`src/rtl/sermod_pkg.sv`:
```
package sermod_pkg;

    typedef enum logic [1:0] {
        BUS_IDLE,
        BUS_ACK,
        BUS_WAIT
    } bus_state_e;

    typedef enum logic [1:0] {
        TX_IDLE,
        TX_START,
        TX_DATA,
        TX_STOP
    } tx_state_e;

    typedef enum logic [2:0] {
        RX_IDLE,
        RX_START,
        RX_DATA,
        RX_STOP,
        RX_BREAK
    } rx_state_e;

    localparam logic [1:0] ADR_CTRL = 2'd0;
    localparam logic [1:0] ADR_STAT = 2'd1;
    localparam logic [1:0] ADR_DATA = 2'd2;

endpackage

```
`src/rtl/sermod_baud.sv`:
```
// Bit-period tick source: first tick FIRST cycles after clr, then every DIV.
module sermod_baud #(
    parameter int unsigned DIV   = 10,
    parameter int unsigned FIRST = 10
) (
    input  logic clk,
    input  logic rst_n,
    input  logic clr,
    output logic tick
);
    localparam int unsigned CW = (DIV > 2) ? $clog2(DIV) : 1;

    logic [CW-1:0] cnt;

    always_ff @(posedge clk) begin
        if (!rst_n || clr) begin
            cnt <= CW'(FIRST - 1);
        end else if (cnt == '0) begin
            cnt <= CW'(DIV - 1);
        end else begin
            cnt <= cnt - 1'b1;
        end
    end

    assign tick = (cnt == '0);

endmodule

```
`src/rtl/sermod_tx.sv`:
```
module sermod_tx
    import sermod_pkg::*;
#(
    parameter int unsigned DIV = 10,
    parameter int unsigned DW  = 8
) (
    input  logic          clk,
    input  logic          rst_n,
    input  logic          load,
    input  logic [DW-1:0] din,
    output logic          ser_out,
    output logic          busy,
    output logic          done
);
    localparam int unsigned IW = $clog2(DW);

    tx_state_e     state, nxt;
    logic [DW-1:0] sh;
    logic [IW-1:0] bit_idx;
    logic          tick;

    sermod_baud #(.DIV(DIV), .FIRST(DIV)) i_baud (
        .clk  (clk),
        .rst_n(rst_n),
        .clr  (state == TX_IDLE),
        .tick (tick)
    );

    always_comb begin
        nxt = state;
        unique case (state)
            TX_IDLE:  if (load) nxt = TX_START;
            TX_START: if (tick) nxt = TX_DATA;
            TX_DATA:  if (tick && bit_idx == IW'(DW - 1)) nxt = TX_STOP;
            TX_STOP:  if (tick) nxt = TX_IDLE;
        endcase
    end

    always_ff @(posedge clk) begin
        if (!rst_n) begin
            state   <= TX_IDLE;
            sh      <= '0;
            bit_idx <= '0;
        end else begin
            state <= nxt;
            if (state == TX_IDLE && load) begin
                sh      <= din;
                bit_idx <= '0;
            end else if (state == TX_DATA && tick) begin
                sh      <= sh >> 1;
                bit_idx <= bit_idx + 1'b1;
            end
        end
    end

    always_comb begin
        ser_out = 1'b1;
        unique case (state)
            TX_IDLE:  ser_out = 1'b1;
            TX_START: ser_out = 1'b0;
            TX_DATA:  ser_out = sh[0];
            TX_STOP:  ser_out = 1'b1;
        endcase
        busy = (state != TX_IDLE);
        done = (state == TX_STOP) && tick;
    end

    // a load from idle drives the start bit on the next cycle
    p_start_low_r4: assert property (@(posedge clk) disable iff (!rst_n)
        (state == TX_IDLE && load) |=> !ser_out);

    // the frame-end pulse lasts one cycle
    p_done_single_r4: assert property (@(posedge clk) disable iff (!rst_n)
        done |=> !done);

    // a load during a frame does not restart it
    p_busy_ignore_r5: assert property (@(posedge clk) disable iff (!rst_n)
        (state == TX_DATA && load && !tick) |=> $stable(sh));

endmodule

```
`src/rtl/sermod_rx.sv`:
```
module sermod_rx
    import sermod_pkg::*;
#(
    parameter int unsigned DIV = 10,
    parameter int unsigned DW  = 8
) (
    input  logic          clk,
    input  logic          rst_n,
    input  logic          ser_in,
    output logic [DW-1:0] dout,
    output logic          done
);
    localparam int unsigned IW   = $clog2(DW);
    localparam int unsigned HALF = (DIV / 2 > 0) ? DIV / 2 : 1;

    rx_state_e     state, nxt;
    logic          s1, s2;
    logic [DW-1:0] sh;
    logic [IW-1:0] bit_idx;
    logic          tick;

    sermod_baud #(.DIV(DIV), .FIRST(HALF)) i_baud (
        .clk  (clk),
        .rst_n(rst_n),
        .clr  (state == RX_IDLE),
        .tick (tick)
    );

    always_comb begin
        nxt = state;
        unique case (state)
            RX_IDLE:  if (!s2) nxt = RX_START;
            RX_START: if (tick) nxt = s2 ? RX_IDLE : RX_DATA;
            RX_DATA:  if (tick && bit_idx == IW'(DW - 1)) nxt = RX_STOP;
            RX_STOP:  if (tick) nxt = s2 ? RX_IDLE : RX_BREAK;
            RX_BREAK: if (s2) nxt = RX_IDLE;
            default:  nxt = RX_IDLE;
        endcase
    end

    always_ff @(posedge clk) begin
        if (!rst_n) begin
            s1      <= 1'b1;
            s2      <= 1'b1;
            state   <= RX_IDLE;
            sh      <= '0;
            bit_idx <= '0;
            dout    <= '0;
        end else begin
            s1    <= ser_in;
            s2    <= s1;
            state <= nxt;
            if (state == RX_START) begin
                bit_idx <= '0;
            end else if (state == RX_DATA && tick) begin
                sh      <= {s2, sh[DW-1:1]};
                bit_idx <= bit_idx + 1'b1;
            end
            if (done) begin
                dout <= sh;
            end
        end
    end

    always_comb begin
        done = (state == RX_STOP) && tick && s2;
    end

    // a low stop sample leaves the stored byte untouched
    p_bad_stop_keep_r7: assert property (@(posedge clk) disable iff (!rst_n)
        (state == RX_STOP && tick && !s2) |=> $stable(dout));

    // no new start is accepted while waiting out a break
    p_break_wait_r7: assert property (@(posedge clk) disable iff (!rst_n)
        (state == RX_BREAK && !s2) |=> state == RX_BREAK);

endmodule

```
`src/rtl/sermod_ctl.sv`:
```
module sermod_ctl
    import sermod_pkg::*;
#(
    parameter int unsigned CLK_HZ  = 50_000_000,
    parameter int unsigned BAUD_HZ = 1200
) (
    input  logic       clk,
    input  logic       rst_n,
    input  logic [1:0] bus_addr,
    input  logic [7:0] bus_wdata,
    input  logic       bus_wr_n,
    input  logic       bus_rd_n,
    output logic [7:0] bus_rdata,
    output logic       bus_done_n,
    output logic       ser_tx,
    input  logic       ser_rx,
    output logic       irq
);
    localparam int unsigned DW  = 8;
    localparam int unsigned DIV = CLK_HZ / BAUD_HZ;

    bus_state_e    state, nxt;
    logic          strobe, mapped, acc, wr_acc, rd_acc, data_acc;
    logic          ctrl_en, pend;
    logic          tx_busy, tx_done, rx_done;
    logic [DW-1:0] rx_byte;

    assign strobe   = !bus_wr_n || !bus_rd_n;
    assign mapped   = (bus_addr == ADR_CTRL) || (bus_addr == ADR_STAT) ||
                      (bus_addr == ADR_DATA);
    assign acc      = (state == BUS_IDLE) && strobe && mapped;
    assign wr_acc   = acc && !bus_wr_n;
    assign rd_acc   = acc && bus_wr_n;
    assign data_acc = acc && (bus_addr == ADR_DATA);

    sermod_tx #(.DIV(DIV), .DW(DW)) i_tx (
        .clk    (clk),
        .rst_n  (rst_n),
        .load   (wr_acc && bus_addr == ADR_DATA),
        .din    (bus_wdata),
        .ser_out(ser_tx),
        .busy   (tx_busy),
        .done   (tx_done)
    );

    sermod_rx #(.DIV(DIV), .DW(DW)) i_rx (
        .clk   (clk),
        .rst_n (rst_n),
        .ser_in(ser_rx),
        .dout  (rx_byte),
        .done  (rx_done)
    );

    always_comb begin
        nxt = state;
        unique case (state)
            BUS_IDLE: if (strobe) nxt = mapped ? BUS_ACK : BUS_WAIT;
            BUS_ACK:  nxt = strobe ? BUS_WAIT : BUS_IDLE;
            BUS_WAIT: if (!strobe) nxt = BUS_IDLE;
            default:  nxt = BUS_IDLE;
        endcase
    end

    always_ff @(posedge clk) begin
        if (!rst_n) begin
            state     <= BUS_IDLE;
            ctrl_en   <= 1'b0;
            pend      <= 1'b0;
            bus_rdata <= '0;
        end else begin
            state <= nxt;
            if (wr_acc && bus_addr == ADR_CTRL) begin
                ctrl_en <= bus_wdata[0];
            end
            if (tx_done || rx_done) begin
                pend <= 1'b1;
            end else if (data_acc) begin
                pend <= 1'b0;
            end
            if (rd_acc) begin
                unique case (bus_addr)
                    ADR_CTRL: bus_rdata <= {7'b0, ctrl_en};
                    ADR_STAT: bus_rdata <= {6'b0, tx_busy, pend};
                    default:  bus_rdata <= rx_byte;
                endcase
            end
        end
    end

    always_comb begin
        bus_done_n = (state != BUS_ACK);
        irq        = pend && ctrl_en;
    end

    // done is a single-cycle pulse
    p_done_one_cycle_r2: assert property (@(posedge clk) disable iff (!rst_n)
        !bus_done_n |=> bus_done_n);

    // an unmapped address never completes
    p_unmapped_r2: assert property (@(posedge clk) disable iff (!rst_n)
        (state == BUS_IDLE && strobe && bus_addr == 2'd3) |=> bus_done_n);

    // frame events always leave pending set (set beats clear)
    p_pend_set_r8: assert property (@(posedge clk) disable iff (!rst_n)
        (tx_done || rx_done) |=> pend);

    // status and control accesses keep pending
    p_pend_keep_r8: assert property (@(posedge clk) disable iff (!rst_n)
        (acc && bus_addr != ADR_DATA && pend) |=> pend);

    // with the enable set, a frame event raises the request
    p_irq_raise_r9: assert property (@(posedge clk) disable iff (!rst_n)
        (ctrl_en && !(wr_acc && bus_addr == ADR_CTRL) && (tx_done || rx_done)) |=> irq);

endmodule

```
`config.mk`:
```
export PLATFORM = sky130hd
export DESIGN_NAME = sermod_ctl
export DESIGN_NICKNAME = d
export VERILOG_FILES = /design/src/rtl/sermod_pkg.sv /design/src/rtl/sermod_baud.sv /design/src/rtl/sermod_tx.sv /design/src/rtl/sermod_rx.sv /design/src/rtl/sermod_ctl.sv
export SDC_FILE = /design/constraint.sdc
export NUM_CORES = 1
export LEC_CHECK = 0
export ABC_AREA = 1
export BUFFER_PORTS_ARGS = -buffer_cell sky130_fd_sc_hd__buf_2
export CAP_MARGIN = 25
export CELL_PAD_IN_SITES_DETAIL_PLACEMENT = 0
export CELL_PAD_IN_SITES_GLOBAL_PLACEMENT = 1
export CORE_MARGIN = 4
export CORE_UTILIZATION = 30
export DETAILED_ROUTE_END_ITERATION = 16
export PLACE_DENSITY = 0.67
export REMOVE_ABC_BUFFERS = 1
export SLEW_MARGIN = 20
export SYNTH_ARGS = -nofsm -noshare
export SYNTH_HDL_FRONTEND = slang
export SYNTH_HIERARCHICAL = 1
export SYNTH_SLANG_ARGS = --single-unit
```
`constraint.sdc`:
```
create_clock -name clk -period 2.05 [get_ports clk]
set_input_delay 0.3075 -clock clk [delete_from_list [all_inputs] [get_ports clk]]
set_output_delay 0.3075 -clock clk [all_outputs]
set_load 0.02 [all_outputs]
```
==> out/qor.csv, run 1 <==
metric,value,unit
cts_setup_buffers,0,
dr.pass1.iters,4,
drv_slew,0,
swShare,0.308,
final_core_utilization,0.356,
cp-startpoint,i_tx/state[0],
finalCriticalPeriod,1.84,ns
fillerInstances,1446,
detail-route-antenna-nets,0,
fin_setup_tns,0,ns
grt-ovfl-total,0,
clockBufferDepth,2,
dieArea,0.0157,mm^2
wire_per_inst,10.3,um
p_leak,2.09,nW
layout-drive-gt1-share,0.179,
die_x,125,um
grt_util_all_layers,0.112,
cp-start-kind,flip-flop,
synth.cell_area,0.00413,mm^2
p_seq_frac,0.427,
areaGrowthSynthToFinish,15.1,%
clk_pin_slew,0.06,ns
ir_drop,0.524,mV
grt_antenna_before_repair,0,
critPathCaptureType,output port,
multi_input_area,0.00215,mm^2
drc,0,
r2r_end,pend,
p_per_area,840,mW/mm^2
tightest_slew,0.359,ns
drt_iter0_drc,182,
fin_crit_sh,0.898,
grt_pass1_vias,3308,
htree_levels,3,
r2r_start,i_rx/i_baud/cnt[0],
rows,42,
place_area,0.00444,mm^2
clkPwrFrac,0.371,
ys.flop_type,dfxtp_1,
power_frac_comb,0.201,
grt_max_degree,17,
setup_violations,0,
wl,8230,um
hold_viol,0,
chipHeight,125,um
start_util,0.310,
whs_path_depth,2,
dp_hpwl,6050,um
postSynthAreaPerCell,7.03,um^2
cp.required,1.74,ns
wl_met2,3730,um
syn-instance-count,588,
place_congestion,0.764,
top_layer_used,met4,
io_buffers,25,
cts-buffers-inserted,9,
yosysWarnings,6,
status,finished clean,
crit_end,ser_tx,
skew,0.00634,ns
fin_nets,647,
hold_path.class,input pin to flip-flop,
yosysSeqAreaShare,0.392,
core,0.0133,mm^2
rsz0062_at_grt,no,
reg2regPathDepth,12,
slew_headroom,0.761,
clkLatencyLatePin,0.34,ns
async_flop_share,0,
rrSetupSlack,0.22,ns
tritoncts,done,
synth_edf_count,0,
grt_pass1_wl,14700,um
seqCellArea,0.00162,mm^2
num_antenna_cells,0,
cp.arrival,1.53,ns
cts_sinks,81,
fmax,543,MHz
internal_power,2.77,mW
routed-wl-met3,289,um
synth-seq-cells,81,
cts_hold_buf,0,
fin_area,0.00476,mm^2
cp_max_fo,5,
vias,3487,
synth_cell_types,38,
viasPerCell,4.36,
maxCapViolCount,0,
clock-root-buffer,clkbuf_16,
switchingPower,1.23,mW
io_pins,26,
crit_type,flip-flop to output port,
met1_length,4130,um
==> Yosys cell counts, types with 3 or more instances <==
cell type,instances,share of area
xor2_1,4,0.0085
nand2_1,167,0.15
buf_6,3,0.0082
nor2_2,17,0.026
dfxtp_1,81,0.39
nand2_2,4,0.0061
a21oi_2,7,0.015
nor2_4,7,0.019
inv_2,5,0.0045
a21oi_1,37,0.045
nand3_1,37,0.045
o21ai_1,7,0.0085
inv_1,71,0.065
or2_2,8,0.012
nand2_4,5,0.014
nand4_1,6,0.0091
nor2_1,75,0.068
ha_1,12,0.036
o21ai_0,6,0.0073
==> kinds of logic (layout without fill, tap and decap cells) <==
family / count (synthesis) / count (layout) / synth area share
buf+inv: 90 / 126 / 0.0972
compound gates: 62 / 62 / 0.0851
xor+xnor: 6 / 6 / 0.0127
simple gates: 337 / 337 / 0.376
flops: 81 / 81 / 0.392
fa+ha+maj: 12 / 12 / 0.0363
==> layout by cell type (no fill, tap or decap), types with 9 or more instances in the layout <==
cell type and n:
nand2_1 167, dfxtp_1 81, nor2_1 74, inv_1 70
a21oi_1 37, nand3_1 37, buf_2 25, nor2_2 17
ha_1 11, clkbuf_16 9
==> critical path: stages (launching register included) <==
cell	delay, ns
dfxtp_1	0.40
inv_1	0.10
ha_1	0.31
a21oi_1	0.18
buf_2	0.19
==> repair_timing <==
| item | 4_1_cts | 5_1_grt |
|---|---|---|
| endpoints found under the setup margin | 6 | 26 |
| gates cloned | 0 | 0 |
| gates resized for setup | 1 | 9 |
==> worst min path at each step <==
stage                            start                 end  slack [ns]
global route                    ser_rx             i_rx/s1        0.14
finish                          ser_rx             i_rx/s1        0.15
global placement    i_tx/i_baud/cnt[0]  i_tx/i_baud/cnt[0]        0.38
detailed placement  i_tx/i_baud/cnt[0]  i_tx/i_baud/cnt[0]        0.38
CTS                             ser_rx             i_rx/s1        0.13
floorplan           i_tx/i_baud/cnt[0]  i_tx/i_baud/cnt[0]        0.37
==> cell type report <==
| class | instances | area share |
|---|---|---|
| multi-input cells | 417 | 0.451 |
| flip-flops and latches | 81 | 0.341 |
| inverters | 79 | 0.0644 |
| clock buffers | 11 | 0.0510 |
| well taps | 176 | 0.0463 |
| repair buffers | 32 | 0.0400 |
| clock inverters | 4 | 0.00605 |
==> per-layer routing <==
| metal | GRT usage | up-vias |
|---|---|---|
| li1 | - | 1896 |
| met1 | 0.143 | 1541 |
| met2 | 0.177 | 42 |
| met3 | 0.0414 | 8 |
| met4 | 0.0344 | 0 |
| met5 | 0 | - |
==> per-stage QoR <==
stage          hold slack, ns  total power [mW]  setup slack [ns]  cells
3_3_place_gp            0.376              2.54            0.0424    785
5_1_grt                 0.144              4.26           0.00841    800
2_1_floorplan           0.366              2.35           -0.0469    577
3_5_place_dp            0.378              2.55          -0.00694    785
6_report                0.147              4.00             0.208    800
4_1_cts                 0.127              4.08           0.00762    800
==> power groups by stage <==
stage	registers, mW	clock network (mW)	logic (mW)
6_report	1.71	1.48	0.805
5_1_grt	1.72	1.62	0.924
4_1_cts	1.71	1.56	0.811
3_5_place_dp	1.74	0	0.808
3_3_place_gp	1.74	0	0.800
2_1_floorplan	1.74	0	0.602
==> state kept, by name (all words and copies together), names as in the netlist, 8 cells and up <==
signal / cells
i_rx/i_baud/cnt: 16
i_tx/i_baud/cnt: 16
bus_rdata: 8
i_rx/dout: 8
i_rx/sh: 8
i_tx/sh: 8
Note: power is estimated with default switching activity, not from simulation.
==> inputs of run 2 (changes only) <==
--- a/config.mk
+++ b/config.mk
@@ -13,7 +13,7 @@
 export CORE_MARGIN = 4
 export CORE_UTILIZATION = 30
 export DETAILED_ROUTE_END_ITERATION = 16
-export PLACE_DENSITY = 0.67
+export PLACE_DENSITY = 0.6
 export REMOVE_ABC_BUFFERS = 1
 export SLEW_MARGIN = 20
 export SYNTH_ARGS = -nofsm -noshare
==> run 2 against run 1 <==
Against the previous run: count of clock-buffer cells in the layout did not move; clock power rose by 3%; global-route usage fell by 0.11 points; core utilization barely moved; die area did not move; cell count rose by 0.38%; critical path type unchanged.
==> out/qor.csv, run 2 (synthesized netlist as in run 1, its figures left out) <==
metric,value,unit
status,finished clean,
place_area,0.00446,mm^2
finalCriticalPeriod,1.87,ns
chipHeight,125,um
viasPerCell,4.29,
internal_power,2.79,mW
dp_hpwl,6150,um
ir_drop,0.397,mV
fin_crit_sh,0.913,
wl,8190,um
crit_type,flip-flop to output port,
setup_violations,0,
drv_slew,0,
io_buffers,25,
layout-drive-gt1-share,0.182,
cp_max_fo,5,
grt-ovfl-total,0,
p_leak,2.11,nW
detail-route-antenna-nets,0,
start_util,0.310,
reg.largest.list,"i_rx/i_baud/cnt x16, i_tx/i_baud/cnt x16",
mostFrequentLayoutCells,"nand2_1 (167), dfxtp_1 (81), nor2_1 (75)",
hold_viol,0,
fmax,534,MHz
grt_util_all_layers,0.111,
final_core_utilization,0.357,
cts_sinks,81,
num_antenna_cells,0,
reg2regPathDepth,12,
clockBufferDepth,2,
switchingPower,1.26,mW
die_x,125,um
rsz0062_at_grt,no,
grt_antenna_before_repair,0,
cp.arrival,1.56,ns
skew,0.00673,ns
areaGrowthSynthToFinish,15.3,%
clock-root-buffer,clkbuf_16,
drt_iter0_drc,136,
critPathCaptureType,output port,
slew_headroom,0.728,
hold_path.class,input pin to flip-flop,
clkPwrFrac,0.376,
dr.pass1.iters,4,
wire_per_inst,10.2,um
power,4.05,mW
tritoncts,done,
p_seq_frac,0.422,
cp-start-kind,flip-flop,
htree_levels,3,
mostFrequentLayoutCell,nand2_1,
clk_pin_slew,0.06,ns
swShare,0.312,
whs_path_depth,2,
grt_pass1_wl,14500,um
pre_cts_slack,0.0762,ns
clkLatencyLatePin,0.34,ns
grt_pass1_vias,3186,
p_per_area,850,mW/mm^2
fin_nets,649,
cp.required,1.74,ns
place_congestion,0.752,
cts-buffers-inserted,9,
io_pins,26,
fin_area,0.00476,mm^2
dieArea,0.0157,mm^2
tightest_slew,0.404,ns
maxCapViolCount,0,
power_frac_comb,0.202,
worst_slack,0.178,ns
core,0.0133,mm^2
drc,0,
grt_max_degree,17,
rows,42,
vias,3447,
## run 2: cell types whose count changed in the layout (fill, tap and decap cells not counted), sizes merged
cell and change:
buf +2, clkinvlp -1, clkinv +2
## run 2: final timing paths
path	from	to	slack [ns]
min reg2reg	i_tx/i_baud/cnt[0]	i_tx/i_baud/cnt[0]	0.39
max reg2reg	i_rx/i_baud/cnt[0]	pend	0.23
min	ser_rx	i_rx/s1	0.15
max	i_tx/state[0]	ser_tx	0.18
## run 2: critical path, cell delays in order, from the launching register on
cell and delay, ns:
dfxtp_1 0.40, inv_1 0.10, ha_1 0.33, a21oi_1 0.20, buf_2 0.20
## run 2: per-stage QoR
stage	hold slack [ns]	setup TNS, ns	std cells
3_3_place_gp	0.378	0	787
2_1_floorplan	0.366	-0.328	577
5_1_grt	0.124	0	803
3_5_place_dp	0.380	0	787
6_report	0.146	0	803
4_1_cts	0.124	0	803
## run 2: layer usage
metal | vias up | GRT usage | part of all wire
li1 | 1902 | - | -
met1 | 1511 | 0.143 | 0.50
met2 | 25 | 0.174 | 0.45
met3 | 9 | 0.0358 | 0.031
met4 | 0 | 0.0440 | 0.017
met5 | - | 0 | 0
## run 2: area by class of cell
type	instances	area, um^2
fillers	1449	8580
multi-input cells	417	2130
flip-flops and latches	81	1620
inverters	79	304
clock buffers	11	243
well taps	176	220
repair buffers	34	205
clock inverters	5	38.8
## run 2: power by group through the flow
| stage | logic, mW | clock network (mW) | registers [mW] |
|---|---|---|---|
| floorplan | 0.602 | 0 | 1.74 |
| global placement | 0.819 | 0 | 1.74 |
| detailed placement | 0.825 | 0 | 1.74 |
| CTS | 0.829 | 1.61 | 1.71 |
| global route | 0.933 | 1.67 | 1.72 |
| finish | 0.816 | 1.52 | 1.71 |
## run 2: timing repair
item	4_1_cts	5_1_grt
setup endpoints to repair	0	22
setup buffers	0	0
hold buffers	0	0
resized for setup	0	7
==> inputs of run 3 (changes only) <==
--- a/config.mk
+++ b/config.mk
@@ -8,14 +8,14 @@
 export ABC_AREA = 1
 export BUFFER_PORTS_ARGS = -buffer_cell sky130_fd_sc_hd__buf_2
 export CAP_MARGIN = 25
-export CELL_PAD_IN_SITES_DETAIL_PLACEMENT = 0
+export CELL_PAD_IN_SITES_DETAIL_PLACEMENT = 1
 export CELL_PAD_IN_SITES_GLOBAL_PLACEMENT = 1
 export CORE_MARGIN = 4
 export CORE_UTILIZATION = 30
 export DETAILED_ROUTE_END_ITERATION = 16
 export PLACE_DENSITY = 0.6
 export REMOVE_ABC_BUFFERS = 1
-export SLEW_MARGIN = 20
+export SLEW_MARGIN = 10
 export SYNTH_ARGS = -nofsm -noshare
 export SYNTH_HDL_FRONTEND = slang
 export SYNTH_HIERARCHICAL = 1
==> run 3 against run 2 <==
Against the previous run: via count rose by 5.3%; total power rose by 2.9%; hold slack improved by 0.0035 ns; clock power rose by 7%; critical path type unchanged; setup slack got worse by 0.014 ns; die area did not move; sequential share of layout area fell by 0.17 points; count of clock-buffer cells in the layout fell by 1; register-to-register slack got worse by 0.02 ns; sequential power barely moved; combinational power rose by 2%; maximum frequency fell by 0.73%.
==> out/qor.csv, run 3 (synthesized netlist as in run 1, its figures left out) <==
metric,value,unit
slew_headroom,0.767,
ir_drop,0.612,mV
crit_chain,inv_1 -> ha_1 -> a21oi_1 -> buf_2,
critPathCaptureType,output port,
hold_viol,0,
vias,3629,
place_area,0.00446,mm^2
internal_power,2.88,mW
cts-buffers-inserted,9,
wl,9320,um
grt_pass1_vias,3648,
dr.pass1.iters,4,
start_util,0.310,
dieArea,0.0157,mm^2
tightest_slew,0.349,ns
fin_nets,649,
p_seq_frac,0.410,
skew,0.00965,ns
htree_levels,3,
dp_hpwl,7000,um
clkPwrFrac,0.390,
fin_crit_sh,0.920,
cpPeakStageDelay,0.40,ns
r2r_start,i_rx/i_baud/cnt[0],
layout-drive-gt1-share,0.185,
io_pins,26,
switchingPower,1.29,mW
cts_resized,0,
reg2regPathDepth,12,
drc,0,
detail-route-antenna-nets,0,
grt_pass1_wl,16400,um
cp-start-kind,flip-flop,
num_antenna_cells,0,
tritoncts,done,
drv_slew,0,
setup_violations,0,
p_per_area,870,mW/mm^2
mostFrequentLayoutCell,nand2_1,
reg.largest.list,"i_rx/i_baud/cnt x16, i_tx/i_baud/cnt x16",
areaGrowthSynthToFinish,15.9,%
place_congestion,0.752,
grt_antenna_before_repair,0,
hold_path.class,input pin to flip-flop,
core,0.0133,mm^2
cp.required,1.74,ns
whs_path_depth,2,
fmax,530,MHz
cts_sinks,81,
clk_pin_slew,0.06,ns
finalCriticalPeriod,1.89,ns
cp_num_buf_inv,2,
power,4.17,mW
fin_area,0.00479,mm^2
grt-ovfl-total,0,
whs,0.149,ns
power_frac_comb,0.200,
die_x,125,um
cts_setup_buffers,0,
grt_max_degree,17,
rsz0062_at_grt,no,
cp_max_fo,5,
p_leak,2.11,nW
clockBufferDepth,2,
fillerInstances,1709,
io_buffers,25,
slowest_stage,dfxtp_1,
chipHeight,125,um
grt_util_all_layers,0.125,
cp.arrival,1.58,ns
rows,42,
swShare,0.310,
crit_type,flip-flop to output port,
critPathTopFamily,flip-flops,
maxCapViolCount,0,
r2r_end,pend,
cts_hold_buf,0,
holdPathEnd,i_rx/s1,
clock-root-buffer,clkbuf_16,
clkLatencyLatePin,0.34,ns
viasPerCell,4.52,
status,finished clean,
mostFrequentLayoutCells,"nand2_1 (167), dfxtp_1 (81), nor2_1 (74)",
min-delay-start,ser_rx,
drt_iter0_drc,135,
rrSetupSlack,0.21,ns
wire_per_inst,11.6,um
## run 3: stage by stage
step | setup WS [ns] | setup TNS, ns | util | cells
2_1_floorplan | -0.0469 | -0.328 | - | 577
3_3_place_gp | 0.0889 | 0 | 0.334 | 787
3_5_place_dp | 0.0622 | 0 | 0.334 | 787
4_1_cts | 0.0155 | 0 | 0.356 | 803
5_1_grt | 0.0280 | 0 | 0.359 | 803
6_report | 0.165 | 0 | 0.359 | 803
## run 3: area by class of cell
type | count | area [um^2] | share of cell area
clock buffer | 10 | 229 | 0.0478
clock inverter | 6 | 65.1 | 0.0136
inverter | 79 | 307 | 0.0640
multi-input combinational | 417 | 2140 | 0.447
sequential | 81 | 1620 | 0.339
tap | 176 | 220 | 0.0460
timing repair buffer | 34 | 205 | 0.0429
## run 3: per-layer routing
layer,vias to the layer above,global-route usage,wire length [um]
met2,24,0.216,4510
met1,1701,0.149,4430
met4,0,0.0351,104
li1,1896,-,-
met3,8,0.0418,274
met5,-,0,0
## run 3: power groups by stage
stage	logic (mW)	clock network, mW	registers, mW
floorplan	0.602	0	1.74
global placement	0.819	0	1.74
detailed placement	0.842	0	1.74
CTS	0.849	1.70	1.71
global route	0.951	1.77	1.72
finish	0.834	1.62	1.71
## run 3: worst max path at each step
stage | start | endpoint | slack (ns) | cells after the start
final | i_tx/state[0] | ser_tx | 0.16 | 4
after global routing | i_rx/i_baud/cnt[0] | pend | 0.03 | 12
after CTS | i_rx/i_baud/cnt[0] | i_rx/sh[2] | 0.02 | 11
after detailed placement | i_rx/i_baud/cnt[0] | i_rx/sh[5] | 0.06 | 11
after global placement | i_rx/i_baud/cnt[0] | i_rx/sh[2] | 0.09 | 11
after floorplan | i_rx/i_baud/cnt[0] | i_rx/dout[0] | -0.05 | 11
